<file path="config.mk">
export PLATFORM = sky130hd
export DESIGN_NAME = sgw_walker
export DESIGN_NICKNAME = d
export VERILOG_FILES = /design/src/rtl/sgw_pkg.sv /design/src/rtl/sgw_piece.sv /design/src/rtl/sgw_budget.sv /design/src/rtl/sgw_walker.sv
export SDC_FILE = /design/constraint.sdc
export NUM_CORES = 1
export LEC_CHECK = 0
export BUFFER_PORTS_ARGS = -buffer_cell sky130_fd_sc_hd__buf_2
export CORE_ASPECT_RATIO = 2
export CORE_MARGIN = 1
export CORE_UTILIZATION = 64
export DETAILED_ROUTE_END_ITERATION = 7
export GPL_TIMING_DRIVEN = 0
export HOLD_SLACK_MARGIN = 0.03
export PLACE_DENSITY = 0.93
export SLEW_MARGIN = 20
export SYNTH_ARGS = -nofsm -noshare
export SYNTH_HDL_FRONTEND = slang
export SYNTH_SLANG_ARGS = --single-unit
export TNS_END_PERCENT = 20
</file>
<file path="constraint.sdc">
create_clock -name clk -period 16.68 [get_ports clk]
set_input_delay 1.668 -clock clk [delete_from_list [all_inputs] [get_ports clk]]
set_output_delay 1.668 -clock clk [all_outputs]
set_load 0.02 [all_outputs]
</file>
<file path="src/rtl/sgw_pkg.sv">
package sgw_pkg;

    typedef enum logic [2:0] {
        S_IDLE  = 3'd0,
        S_FETCH = 3'd1,
        S_CHECK = 3'd2,
        S_ISSUE = 3'd3,
        S_WAIT  = 3'd4,
        S_DONE  = 3'd5,
        S_ERR   = 3'd6
    } sgw_state_e;

    localparam logic [1:0] REG_BASE  = 2'd0;
    localparam logic [1:0] REG_CTRL  = 2'd1;
    localparam logic [1:0] REG_STAT  = 2'd2;
    localparam logic [1:0] REG_BYTES = 2'd3;

    localparam logic [2:0] ST_IDLE  = 3'd0;
    localparam logic [2:0] ST_FETCH = 3'd1;
    localparam logic [2:0] ST_XFER  = 3'd2;
    localparam logic [2:0] ST_DONE  = 3'd3;
    localparam logic [2:0] ST_ERROR = 3'd4;

    // Software-visible code for each internal state.
    function automatic logic [2:0] status_code(sgw_state_e s);
        case (s)
            S_FETCH, S_CHECK: return ST_FETCH;
            S_ISSUE, S_WAIT:  return ST_XFER;
            S_DONE:           return ST_DONE;
            S_ERR:            return ST_ERROR;
            default:          return ST_IDLE;
        endcase
    endfunction

endpackage

</file>
<file path="src/rtl/sgw_piece.sv">
// Size of the next piece: the smallest of the bytes left in the segment,
// the largest piece allowed, and the room before the next host boundary.
module sgw_piece #(
    parameter int DW        = 32,
    parameter int MAX_PIECE = 256,
    parameter int BOUNDARY  = 4096,
    localparam int LEN_W    = $clog2(MAX_PIECE) + 1,
    localparam int BW       = $clog2(BOUNDARY)
) (
    input  logic [DW-1:0]    remain,
    input  logic [BW-1:0]    host_lo,
    output logic [LEN_W-1:0] len
);
    logic [DW-1:0] room_w;
    logic [DW-1:0] cap_w;

    always_comb begin
        room_w = DW'(BOUNDARY) - DW'(host_lo);
        cap_w  = DW'(MAX_PIECE);
        if (room_w < cap_w) cap_w = room_w;
        len = (remain < cap_w) ? remain[LEN_W-1:0] : cap_w[LEN_W-1:0];
    end
endmodule

</file>
<file path="src/rtl/sgw_budget.sv">
// Flags a segment that would carry the run total past the byte budget.
module sgw_budget #(
    parameter int          DW              = 32,
    parameter int unsigned MAX_TOTAL_BYTES = 32'd16777216
) (
    input  logic [DW-1:0] total,
    input  logic [DW-1:0] add,
    output logic          over
);
    logic [DW:0] sum;

    always_comb begin
        sum  = {1'b0, total} + {1'b0, add};
        over = sum > (DW+1)'(MAX_TOTAL_BYTES);
    end
endmodule

</file>
<file path="src/rtl/sgw_walker.sv">
module sgw_walker
    import sgw_pkg::*;
#(
    parameter int          DW              = 32,
    parameter int          MAX_PIECE       = 256,
    parameter int          BOUNDARY        = 4096,
    parameter int unsigned MAX_TOTAL_BYTES = 32'd16777216,
    localparam int         LEN_W           = $clog2(MAX_PIECE) + 1
) (
    input  logic             clk,
    input  logic             rst_n,
    input  logic             reg_we,
    input  logic [1:0]       reg_addr,
    input  logic [DW-1:0]    reg_wdata,
    output logic [DW-1:0]    reg_rdata,
    output logic             dsc_req,
    output logic [DW-1:0]    dsc_addr,
    input  logic             dsc_ack,
    input  logic [DW-1:0]    dsc_rdata,
    output logic             cmd_valid,
    input  logic             cmd_ready,
    output logic [DW-1:0]    cmd_host_addr,
    output logic [DW-1:0]    cmd_local_addr,
    output logic [LEN_W-1:0] cmd_len,
    input  logic             cmd_done,
    output logic             irq
);
    localparam int BW = $clog2(BOUNDARY);

    typedef struct packed {
        sgw_state_e    st;
        logic [DW-1:0] base;
        logic [DW-1:0] ptr;
        logic [1:0]    idx;
        logic [DW-1:0] remain;
        logic [DW-1:0] host;
        logic [DW-1:0] loc;
        logic [DW-1:0] next_ptr;
        logic          last;
        logic [DW-1:0] total;
    } ctx_t;

    ctx_t state_d, state_q;

    logic [LEN_W-1:0] piece_len;
    logic [DW-1:0]    piece_w;
    logic             over_budget;
    logic             start;
    logic [DW-1:0]    bytes_moved;

    sgw_piece #(
        .DW(DW), .MAX_PIECE(MAX_PIECE), .BOUNDARY(BOUNDARY)
    ) u_piece (
        .remain (state_q.remain),
        .host_lo(state_q.host[BW-1:0]),
        .len    (piece_len)
    );

    sgw_budget #(
        .DW(DW), .MAX_TOTAL_BYTES(MAX_TOTAL_BYTES)
    ) u_budget (
        .total(state_q.total),
        .add  (state_q.remain),
        .over (over_budget)
    );

    assign piece_w     = DW'(piece_len);
    assign start       = reg_we && (reg_addr == REG_CTRL) && reg_wdata[0];
    assign bytes_moved = state_q.total;

    always_comb begin
        state_d = state_q;

        if (reg_we && reg_addr == REG_BASE) state_d.base = reg_wdata;

        case (state_q.st)
            S_IDLE, S_DONE, S_ERR: begin
                if (start) begin
                    state_d.st    = S_FETCH;
                    state_d.ptr   = state_q.base;
                    state_d.idx   = 2'd0;
                    state_d.total = '0;
                end
            end

            S_FETCH: begin
                if (dsc_ack) begin
                    case (state_q.idx)
                        2'd0: state_d.remain = dsc_rdata;
                        2'd1: state_d.host   = dsc_rdata;
                        2'd2: state_d.loc    = dsc_rdata;
                        default: begin
                            state_d.next_ptr = {dsc_rdata[DW-1:2], 2'b00};
                            state_d.last     = dsc_rdata[0];
                            state_d.st       = S_CHECK;
                        end
                    endcase
                    state_d.idx = state_q.idx + 2'd1;
                end
            end

            S_CHECK: begin
                if (state_q.remain == '0) begin
                    if (state_q.last) begin
                        state_d.st = S_DONE;
                    end else begin
                        state_d.st  = S_FETCH;
                        state_d.ptr = state_q.next_ptr;
                        state_d.idx = 2'd0;
                    end
                end else if (over_budget) begin
                    state_d.st = S_ERR;
                end else begin
                    state_d.st = S_ISSUE;
                end
            end

            S_ISSUE: begin
                if (cmd_ready) state_d.st = S_WAIT;
            end

            S_WAIT: begin
                if (cmd_done) begin
                    state_d.host   = state_q.host + piece_w;
                    state_d.loc    = state_q.loc + piece_w;
                    state_d.remain = state_q.remain - piece_w;
                    state_d.total  = state_q.total + piece_w;
                    if (state_q.remain != piece_w) begin
                        state_d.st = S_ISSUE;
                    end else if (state_q.last) begin
                        state_d.st = S_DONE;
                    end else begin
                        state_d.st  = S_FETCH;
                        state_d.ptr = state_q.next_ptr;
                        state_d.idx = 2'd0;
                    end
                end
            end

            default: state_d.st = S_IDLE;
        endcase
    end

    always_ff @(posedge clk or negedge rst_n) begin
        if (!rst_n) state_q <= '0;
        else        state_q <= state_d;
    end

    assign dsc_req        = (state_q.st == S_FETCH);
    assign dsc_addr       = state_q.ptr + DW'({state_q.idx, 2'b00});
    assign cmd_valid      = (state_q.st == S_ISSUE);
    assign cmd_host_addr  = state_q.host;
    assign cmd_local_addr = state_q.loc;
    assign cmd_len        = piece_len;
    assign irq            = (state_q.st == S_DONE);

    always_comb begin
        case (reg_addr)
            REG_BASE: reg_rdata = state_q.base;
            REG_STAT: reg_rdata = DW'(status_code(state_q.st));
            REG_BYTES: reg_rdata = bytes_moved;
            default:  reg_rdata = '0;
        endcase
    end
endmodule

</file>
==> results.ini, run 1 <==
[clocking]
tritoncts_num_sinks=228
cts_buffer_depth=3
post_cts_hold_buffer_count=0
post-cts-setup-buffers=0
cts_root_buf=sky130_fd_sc_hd__clkbuf_16
post_cts.resized_instances=0
cts_h_tree_depth=1
tritoncts_buffers=23

[place]
port_buffers=210
gp_routability_congestion=1.01
dpl.hpwl_um=52100

[logic_synthesis]
netlist_top_cells_area=sky130_fd_sc_hd__dfrtp_1 34%, sky130_fd_sc_hd__ha_1 6.5%, sky130_fd_sc_hd__o21ai_0 5.9%, sky130_fd_sc_hd__mux2_2 5.0%, sky130_fd_sc_hd__nand2_1 4.8%
synth.yosys.seq_area_share_pct=34.4
yosysWarningCount=0
postSynth.asyncResetShare_pct=100
ys_seq_elements=228
synth_top_cell_area_share_pct=34.4
yosysTopAreaCell=sky130_fd_sc_hd__dfrtp_1
post_synth_instance_area_mm2=0.0166
synth_common_cells=228 x sky130_fd_sc_hd__dfrtp_1, 213 x sky130_fd_sc_hd__nand2_1, 194 x sky130_fd_sc_hd__o21ai_0, 136 x sky130_fd_sc_hd__nor2_1, 131 x sky130_fd_sc_hd__a21oi_1
number_of_synthesized_flops_with_an_enable_pin=0
post_synth_num_cell_types=95
synthesis.instances=1917
avgSynthCellArea_um2=8.65
most_numerous_cell_in_the_yosys_netlist=sky130_fd_sc_hd__dfrtp_1
synth_flop_cell=sky130_fd_sc_hd__dfrtp_1

[floorplan]
ios=212
rows=83
initial_core_util_pct=64.9
die_width_um=116
die_h_um=230

[global_routing]
grt-ovfl-total=5
pin_count_of_the_biggest_net_entering_global_routing=99
grt_pass1_wl_um=114000
grt_pass1_vias=19500
globalRouteTotalUtil_pct=58.1

[outcome]
tool.error=[ERROR GRT-0116] Global routing finished with congestion. Check the congestion regions in the DRC Viewer.
stop_stage=global routing (5_1_grt)
run_status=aborted with a tool error

## logic make-up after synthesis
group / after synthesis / synth area share (%)
compound gates: 589 / 22.9
xor+xnor: 77 / 4.07
fa+ha+maj: 92 / 7.22
buf+inv: 224 / 6.67
flops: 228 / 34.4
mux: 120 / 7.84
other cells: 1 / 0.0226
simple gates: 586 / 16.9
## through the flow
stage	hold WS, ns	utilization [%]	instance area, um2	std cells	setup WS (ns)
after global placement	0.466	70.7	18100	2469	8.79
after CTS	0.504	74.1	18900	2511	8.49
after detailed placement	0.483	71.0	18100	2471	8.60
after floorplan	0.451	-	16600	1919	9.93
## metal layers
metal,overflow,track usage [%]
met4,2,62.9
met1,0,55.2
met3,1,28.6
met2,2,84.7
met5,0,4.71
==> inputs of run 2 (changes only) <==
- CORE_ASPECT_RATIO: 2 -> default
- CORE_UTILIZATION: 64 -> 40
- HOLD_SLACK_MARGIN: 0.03 -> default
- PLACE_DENSITY: 0.93 -> default
- PLACE_DENSITY_LB_ADDON: default -> 0.15
==> run 2 against run 1 <==
  * The flow now finishes without violations
  * Synthesized cell count stayed put
  * Area after synthesis unchanged
==> results.ini, run 2 <==
[route]
routed_wl_um=65200
drtPass1Iterations=5
vias_per_cell=5.94
num_vias=16100
antenna_violating_nets_post_route=0
drt_iter0_markers=1602
post_drt_wl_per_cell_um=24.0
drt_drc_violations_left=0

[logic_synthesis]
synth-adder-area-share_pct=7.22  ; unchanged
most_numerous_cell_in_the_yosys_netlist=sky130_fd_sc_hd__dfrtp_1
synth_flop_cell=sky130_fd_sc_hd__dfrtp_1
basic_gate_share_of_the_synthesized_area_counting_and_or_nand_and_nor_cells_pct=16.9  ; unchanged
synth.yosys.seq_area_share_pct=34.4  ; unchanged
ys_seq_elements=228  ; unchanged
number_of_synthesized_flops_with_an_enable_pin=0  ; unchanged
main_combinational_cell_family_by_area_after_synthesis=compound AO/OA/AOI/OAI gates
post_synth_num_cell_types=95  ; unchanged
synthesis.instances=1917  ; unchanged
synth_xor_xnor_area_share_pct=4.07  ; unchanged
netlist_top_cells_area=sky130_fd_sc_hd__dfrtp_1 34%, sky130_fd_sc_hd__ha_1 6.5%, sky130_fd_sc_hd__o21ai_0 5.9%, sky130_fd_sc_hd__mux2_2 5.0%, sky130_fd_sc_hd__nand2_1 4.8%
postSynth.asyncResetShare_pct=100  ; unchanged
avgSynthCellArea_um2=8.65  ; unchanged
post_synth_instance_area_mm2=0.0166  ; unchanged
synthMuxAreaShare_pct=7.84  ; unchanged
yosysWarningCount=0  ; unchanged
synth-compound-area-share_pct=22.9  ; unchanged
synth_top_cell_area_share_pct=34.4  ; unchanged
synth_common_cells=228 x sky130_fd_sc_hd__dfrtp_1, 213 x sky130_fd_sc_hd__nand2_1, 194 x sky130_fd_sc_hd__o21ai_0, 136 x sky130_fd_sc_hd__nor2_1, 131 x sky130_fd_sc_hd__a21oi_1
yosysTopAreaCell=sky130_fd_sc_hd__dfrtp_1

[place]
port_buffers=210  ; unchanged
gp_routability_congestion=0.952  ; -5.6%
dpl.hpwl_um=50600  ; -3.0%

[outcome]
run_status=finished, final reports clean

[run]
maxCapViolations=0

[global_routing]
grt_pass1_wl_um=96300
pin_count_of_the_biggest_net_entering_global_routing=91
grt-ovfl-total=0
grt_pass1_vias=15200
number_of_antenna_violations_at_the_first_check_in_global_routing=1
globalRouteTotalUtil_pct=30.6

[clocking]
cts_root_buf=sky130_fd_sc_hd__clkbuf_16
cts_tree=built
tritoncts_buffers=29  ; +26%
post_cts_hold_buffer_count=0  ; unchanged
clk-insertion-delay-late_ns=0.58
cts.clk_slew.worst_paths_ns=0.07
cts_buffer_depth=3  ; unchanged
post_cts.resized_instances=0  ; unchanged
post-cts-setup-buffers=0  ; unchanged
cts_h_tree_depth=1  ; unchanged
tritoncts_num_sinks=228  ; unchanged

[final_layout]
regMostFlops=state_q
mostFrequentLayoutCells=228 x sky130_fd_sc_hd__dfrtp_1, 213 x sky130_fd_sc_hd__nand2_1, 213 x sky130_fd_sc_hd__buf_2, 194 x sky130_fd_sc_hd__o21ai_0, 136 x sky130_fd_sc_hd__nor2_1
flow.area_growth_from_synthesis_pct=17.3
nets=2326
diodes=0
layout_cells_sized_above_1_pct=19.8
largest_register_ff_count=132
final_common_cell=sky130_fd_sc_hd__dfrtp_1

[critical_path]
timing_worst_setup_path_type=reg2reg
cpMostUsedCell=sky130_fd_sc_hd__inv_1
cp.required_ns=17.10
timing.critical_path.slowest_stage_cell=sky130_fd_sc_hd__a21oi_1
crit_path_max_incr_delay_ns=0.80
crit_fanout=10
cp-start-kind=register
cp_data_arrival_time_ns=8.78
setup.worst_path.end_class=register

[sta]
timing_hold_violations_final=0
slew_at_the_pin_closest_to_its_max_slew_limit_ns=1.01
fin_worst_skew_ns=0.0267
fin_crit_ns=8.36
timing.fmax_ghz=0.120
timing.final.crit_share_pct=50.1
tns_setup_ns=0
rsz0062_at_grt=false
max_slew_margin_pct=32.5
final_max_slew_viol_count=0
setup_violation_total_in_the_final_timing_report=0

[power]
cellPowerDensity_mw_per_mm2=173
total_leakage_power_nw=8.72
vdd_drop_max_mv=0.112
fin_total_pwr_w=0.00336

[floorplan]
die_h_um=206  ; -10%
rows=74  ; -11%
initial_core_util_pct=40.6  ; -24 points
die_area_mm2=0.0423
die_width_um=206  ; +78%
ios=212  ; unchanged
core_region_area_mm2=0.0408

[worst_hold_path]
holdCritPathClass=reg2reg

[run 2: cell counts after synthesis]
Identical to the previous run, type by type.
[run 2: layout make-up]
type                            count  area, um2
Clock inverter                     16        299
Buffer                            159        862
Inverter                           65        244
Clock buffer                       36        782
Timing Repair Buffer              212       1120
Sequential cell                   228       5710
Fill cell                        3990      21400
Multi-Input combinational cell   1467       9770
Tap cell                          532        666
[run 2: logic make-up after synthesis]
family | count (synthesis)
flip-flops | 228
buffers and inverters | 224
AO/OA/AOI/OAI | 589
other | 1
AND/OR/NAND/NOR | 586
multiplexers | 120
XOR/XNOR | 77
adder cells (fa/ha/maj) | 92
[run 2: metrics by stage]
step                      hold slack (ns)  util [%]  worst slack [ns]  instances  area [um2]
after floorplan                     0.451         -              9.93       1919       16600
after global placement              0.467      44.8              8.50       2661       18300
after detailed placement            0.479      45.0              8.46       2663       18400
after CTS                           0.493      47.6              8.42       2715       19400
after global routing                0.502      47.6              7.70       2715       19400
final                               0.492      47.6              8.32       2715       19400
[run 2: report_power, final]
group	switching [W]	leakage, nW	total (W)	internal, W
Combinational	0.000955	5.27	0.00157	0.000619
Clock	0.000269	0.523	0.000725	0.000456
Sequential	0.000304	2.92	0.00106	0.000756
Total	0.00153	8.72	0.00336	0.00183
[run 2: final timing paths]
| path | cells after the start | slack, ns | startpoint | end |
|---|---|---|---|---|
| hold reg to reg | 2 | 0.49 | state_q[165] | state_q[165] |
| hold / removal | 2 | 0.49 | state_q[165] | state_q[165] |
| setup reg to reg | 30 | 8.32 | cmd_host_addr[1] | cmd_local_addr[28] |
| setup / recovery | 30 | 8.32 | cmd_host_addr[1] | cmd_local_addr[28] |
| min in group asynchronous | 1 | 1.09 | rst_n | state_q[132] |
| max in group asynchronous | 2 | 14.72 | rst_n | state_q[192] |
[run 2: per-layer routing]
layer | vias up | wire length, um | track usage (%)
met3 | 138 | 4140 | 3.41
met2 | 650 | 29000 | 47.4
met5 | - | 13 | 0
met1 | 7882 | 29200 | 43.1
li1 | 7451 | - | -
met4 | 2 | 2870 | 13.0
[run 2: worst max-delay path, delay by kind of cell (launching register included)]
| kind | cells | cell delay (ns) |
|---|---|---|
| AOI/OAI and AO/OA | 12 | 3.23 |
| adders and majority gates | 4 | 1.20 |
| buffers and inverters | 5 | 0.74 |
| DFF | 1 | 0.41 |
| muxes | 2 | 0.68 |
| and+or+nand+nor | 7 | 1.91 |
Note: power is estimated with default switching activity, not from simulation.
